==> src/rtl/wwdt_core.sv <==
module wwdt_core #(
  parameter int CNT_W      = 12,
  parameter int PSEL_W     = 3,
  parameter int ADDR_W     = 3,
  parameter int DATA_W     = 16,
  parameter int KEY_W      = 16,
  parameter logic [KEY_W-1:0] KICK_KEY   = 16'hC3A5,
  parameter logic [KEY_W-1:0] UNLOCK_KEY = 16'h6E5A,
  parameter int RST_CYCLES = 4
) (
  input  logic              clk,
  input  logic              rst_n,
  input  logic              tick_i,
  input  logic              dbg_halt_i,
  input  logic              sleep_i,
  input  logic              bus_wr,
  input  logic              bus_rd,
  input  logic [ADDR_W-1:0] bus_addr,
  input  logic [DATA_W-1:0] bus_wdata,
  output logic [DATA_W-1:0] bus_rdata,
  output logic              wdt_rst_n_o
);

  localparam int PRE_W = (1 << PSEL_W) - 1;
  localparam int RC_W  = $clog2(RST_CYCLES + 1);
  localparam logic [ADDR_W-1:0] A_CTRL  = ADDR_W'(0);
  localparam logic [ADDR_W-1:0] A_RLD   = ADDR_W'(1);
  localparam logic [ADDR_W-1:0] A_DELTA = ADDR_W'(2);
  localparam logic [ADDR_W-1:0] A_KICK  = ADDR_W'(3);
  localparam logic [ADDR_W-1:0] A_STAT  = ADDR_W'(4);
  localparam logic [ADDR_W-1:0] A_LOCK  = ADDR_W'(5);
  localparam logic [ADDR_W-1:0] A_CNT   = ADDR_W'(6);

  logic              en_q, rsten_q, sdbg_q, sslp_q, lock_q, uf_q, err_q;
  logic [PSEL_W-1:0] psel_q;
  logic [CNT_W-1:0]  reload_q, delta_q, cnt_q;
  logic [PRE_W-1:0]  pre_q, div_m1;
  logic [PRE_W:0]    div_full;
  logic [RC_W-1:0]   rc_q;
  logic              unused_bits;

  wire wr_ctrl  = bus_wr && bus_addr == A_CTRL;
  wire wr_rld   = bus_wr && bus_addr == A_RLD   && !lock_q;
  wire wr_delta = bus_wr && bus_addr == A_DELTA && !lock_q;
  wire wr_lock  = bus_wr && bus_addr == A_LOCK;
  wire rd_stat  = bus_rd && bus_addr == A_STAT;
  wire kick_hit = bus_wr && bus_addr == A_KICK && bus_wdata[KEY_W-1:0] == KICK_KEY;
  wire in_win   = cnt_q <= delta_q;
  wire kick_ok  = kick_hit && in_win;
  wire kick_bad = kick_hit && !in_win;
  wire run      = en_q && !(dbg_halt_i && sdbg_q) && !(sleep_i && sslp_q);
  wire adv      = run && tick_i && !kick_hit;

  assign div_full = (PRE_W+1)'(1) << psel_q;
  assign div_m1   = PRE_W'(div_full - 1'b1);

  wire pre_last = pre_q >= div_m1;
  wire step     = adv && pre_last;
  wire uf_evt   = step && cnt_q == '0;
  wire trip     = (uf_evt || kick_bad) && rsten_q;

  assign unused_bits = ^bus_wdata;
  assign wdt_rst_n_o = rc_q == '0;

  always_ff @(posedge clk or negedge rst_n) begin
    if (!rst_n) begin
      en_q     <= 1'b1;
      rsten_q  <= 1'b1;
      sdbg_q   <= 1'b0;
      sslp_q   <= 1'b0;
      psel_q   <= '0;
      reload_q <= '1;
      delta_q  <= '1;
      lock_q   <= 1'b0;
    end else begin
      if (wr_ctrl) begin
        en_q   <= bus_wdata[0];
        sdbg_q <= bus_wdata[2];
        sslp_q <= bus_wdata[3];
        if (!lock_q) begin
          rsten_q <= bus_wdata[1];
          psel_q  <= bus_wdata[4 +: PSEL_W];
        end
      end
      if (wr_rld)   reload_q <= bus_wdata[CNT_W-1:0];
      if (wr_delta) delta_q  <= bus_wdata[CNT_W-1:0];
      if (wr_lock)  lock_q   <= bus_wdata[KEY_W-1:0] != UNLOCK_KEY;
    end
  end

  always_ff @(posedge clk or negedge rst_n) begin
    if (!rst_n) begin
      cnt_q <= '1;
      pre_q <= '0;
    end else begin
      if (kick_ok)   pre_q <= '0;
      else if (adv)  pre_q <= pre_last ? '0 : pre_q + 1'b1;
      if (kick_ok)   cnt_q <= reload_q;
      else if (step) cnt_q <= (cnt_q == '0) ? reload_q : cnt_q - 1'b1;
    end
  end

  always_ff @(posedge clk or negedge rst_n) begin
    if (!rst_n) begin
      uf_q <= 1'b0;
      err_q <= 1'b0;
      rc_q <= '0;
    end else begin
      uf_q  <= uf_evt   || (uf_q  && !rd_stat);
      err_q <= kick_bad || (err_q && !rd_stat);
      if (trip)             rc_q <= RC_W'(RST_CYCLES);
      else if (rc_q != '0)  rc_q <= rc_q - 1'b1;
    end
  end

  always_comb begin
    bus_rdata = '0;
    case (bus_addr)
      A_CTRL:  bus_rdata = DATA_W'({psel_q, sslp_q, sdbg_q, rsten_q, en_q});
      A_RLD:   bus_rdata = DATA_W'(reload_q);
      A_DELTA: bus_rdata = DATA_W'(delta_q);
      A_STAT:  bus_rdata = DATA_W'({err_q, uf_q});
      A_LOCK:  bus_rdata = DATA_W'(lock_q);
      A_CNT:   bus_rdata = DATA_W'(cnt_q);
      default: bus_rdata = '0;
    endcase
  end

endmodule


==> config.mk <==
export PLATFORM = sky130hd
export DESIGN_NAME = wwdt_core
export DESIGN_NICKNAME = d
export VERILOG_FILES = /design/src/rtl/wwdt_core.sv
export SDC_FILE = /design/constraint.sdc
export NUM_CORES = 1
export LEC_CHECK = 0
export BUFFER_PORTS_ARGS = -buffer_cell sky130_fd_sc_hd__buf_4
export CORE_MARGIN = 2
export CORE_UTILIZATION = 50
export CTS_CLUSTER_DIAMETER = 30
export DETAILED_ROUTE_END_ITERATION = 8
export PLACE_DENSITY_LB_ADDON = 0.3
export SYNTH_ARGS = -nofsm -noshare
export SYNTH_HDL_FRONTEND = slang
export SYNTH_SLANG_ARGS = --single-unit
export TNS_END_PERCENT = 100
==> constraint.sdc <==
create_clock -name clk -period 2.27 [get_ports clk]
set_input_delay 0.227 -clock clk [delete_from_list [all_inputs] [get_ports clk]]
set_output_delay 0.227 -clock clk [all_outputs]
set_load 0.1 [all_outputs]
==> qor.yml <==
power:
  powerDensity_mw_per_mm2: 761.6
  max-vdd-ir-drop_v: 0.0004571
  power_mw: 3.917
  cellLeakagePower_nw: 2.237
routing:
  first_pass_iters: 7
  detail-route-antenna-nets: 0
  routedWlPerCell_um: 20.31
  drt-initial-drc-count: 295
  via_count: 3641
  remaining_drc_errors: 0
  wirelength_mm: 11.80
  drt-vias-per-instance: 6.267
timing:
  fin_ws_ns: -0.1192
  setup_violations: 15
  fmax_mhz: 418.5
  slew_headroom: 0.5266
  rsz0062_at_grt: "true"
  clock_skew_ns: 0.008199
  worstMarginPinSlew_ns: 0.7101
  finalMaxSlewViolations: 0
  fin_crit_ns: 2.389
  hold_violations: 0
  period_share: 1.053
synth:
  netlist_area_mm2: 0.003827
  synth_top_area_cell: "dfstp_2"
  synth-seq-cells: 56
  yosys_warnings: 0
  synth_flop_cell: "dfstp_2"
  synth_area_leaders: "dfstp_2, dfrtp_1, mux2_2"
  synthArstFlopShare: 1.000
  synth.avg_cell_area_um2: 9.617
  synth_cell_type_count: 61
  ys_seq_area_frac: 0.3786
  synth_top_area_frac: 0.2609
  synthCells: 398
  synth-edff-count: 0
worst_setup_path:
  crit_buf_inv: 3
  cp_slowest_cell: "dfstp_2"
  start_kind: "flop"
  cpLargestDelayFamily: "simple AND/OR/NAND/NOR gates"
  cp-end-kind: "flop"
  cp_cell_sequence: "inv_2 > ha_1 > nand4_1 > nor3_2 > nor4b_4 > buf_4 > a41oi_2 > buf_6 > a21oi_1 > nor3_2"
  critical_path_class: "reg2reg"
  cp.required_ns: 2.52
  crit_arrival_ns: 2.64
  crit_fanout: 8
  critPathMaxStageDelay_ns: 0.57
  cpMostUsedCell: "nor3_2"
cts:
  root_buffer: "clkbuf_8"
  numCtsBuffers: 5
  cts_tree: "yes"
  clk_latency_ns: 0.33
  clkTransAtPathRegs_ns: 0.10
  cts_num_sinks: 56
  htreeDepth: 2
  cts_buffer_depth: 2
floorplanning:
  core_area_mm2: 0.007331
  die_h_um: 91.49
  io_pins: 43
  die_w_um: 91.49
  die-area_mm2: 0.008370
  num_rows: 31
  start_util: 0.5221
global_routing:
  grt_pass1_wl_mm: 17.28
  grt_usage: 0.2593
  antenna_found_initial: 0
  grt_max_degree: 57
  grt_pass1_vias: 3501
  grt_overflow: 0
cells_and_area:
  utilization: 0.7017
  area_delta_synth_final_pct: 34.39
  drive_gt1_frac: 0.5104
  nets: 531
  antenna_cells: 0
  final_area_mm2: 0.005144
  layout.cells.non_filler: 581
place:
  port_buffers: 38
  place_area_mm2: 0.004532
  gp_congestion: 0.9074
  dp_hpwl_mm: 7.899
  dpl.cell_count: 560
  place_worst_setup_slack_ns: -0.1368
status:
  violations: "setup timing"
  status: "finished, violations left"
worst_hold_path:
  worstHoldPathType: "in2reg"
job:
  cap_violations: 0
## repair_timing
item | 4_1_cts | 5_1_grt
hold endpoints to repair | 18 | 0
setup endpoints to repair | 14 | 20
gates resized for setup | 25 | 47
setup buffers | 3 | 10
hold buffers | 1 | 0
gates cloned | 0 | 1
pin swaps | 11 | 32
## layout make-up
cell class                      instances  area [um2]
Multi-Input combinational cell        306        2641
Sequential cell                        56        1449
Timing Repair Buffer                   92       758.2
Clock buffer                            7       86.33
Tap cell                               99       123.9
Inverter                               20       77.57
Fill cell                             524        2187
Clock inverter                          1       7.507
## where the power goes
part           switching (mW)  internal, mW
clock network           0.345         0.249
logic                    1.04         0.745
registers               0.231          1.31
total                    1.62          2.30
## synthesized netlist by cell type, types with 8 or more instances
cell type and number:
mux2_2 31, a22oi_1 9, nor3_1 10, and3_1 8, dfrtp_1 18, a21oi_1 28
o21ai_0 19, dfstp_2 38, clkbuf_1 11, nand2_1 33, nand3_1 18, ha_1 24
nand4_1 11, nor2_1 26, inv_1 20
## layer usage
layer	track usage	wire (um)
met3	0.04564	822
met1	0.3347	4664
met5	0	0
met2	0.4363	5803
met4	0.09091	512
## placed cells by master (no fill, tap or decap), drive strengths merged, types with 8 or more instances in the layout
cell type,Yosys,layout
buf,8,90
dfstp,38,38
nand2,33,33
mux2,31,31
nor2,28,28
a21oi,28,28
ha,24,24
o21ai,24,24
nand3,20,20
inv,20,20
dfrtp,18,18
nand4,13,13
nor3,11,11
a22oi,9,9
and3,8,8
clkbuf,11,8
nor4,8,8
## path summary, 6_finish.rpt
check	start	endpoint	slack (ns)	cells past startpoint
setup / recovery	delta_q[4]	cnt_q[9]	-0.12	10
hold reg to reg	uf_q	uf_q	0.49	2
min in group asynchronous	rst_n	rc_q[0]	0.49	2
max in group asynchronous	rst_n	pre_q[0]	1.32	2
hold / removal	bus_wdata[9]	delta_q[9]	0.15	2
setup reg to reg	delta_q[4]	cnt_q[9]	-0.12	10
## stage by stage
stage / TNS [ns] / hold WS (ns)
after floorplan: -0.1647 / -0.06859
after CTS: -0.02319 / 0.1532
after detailed placement: -0.8424 / 0.3188
after global routing: -2.326 / 0.1483
final: -0.9076 / 0.1466
after global placement: -0.1467 / 0.3191
## registers in the layout, indices dropped and copies added (netlist names)
signal and count:
cnt_q 12, delta_q 12, en_q 1, err_q 1
lock_q 1, pre_q 7, psel_q 3, rc_q 3
reload_q 12, rsten_q 1, sdbg_q 1, sslp_q 1
uf_q 1
## kinds of logic (layout without fill, tap and decap cells)
group                      after synthesis  in the layout  synth area share
adders and majority gates               24             24           0.07846
DFF                                     56             56            0.3786
xor gates and xnor gates                 2              2          0.004577
other                                    1              4         0.0009798
muxes                                   38             38            0.1095
AOI/OAI and AO/OA                       84             84            0.1481
and+or+nand+nor                        154            154            0.2334
buffers and inverters                   39            120           0.04642
No activity file was read; power rests on OpenSTA's default activity.
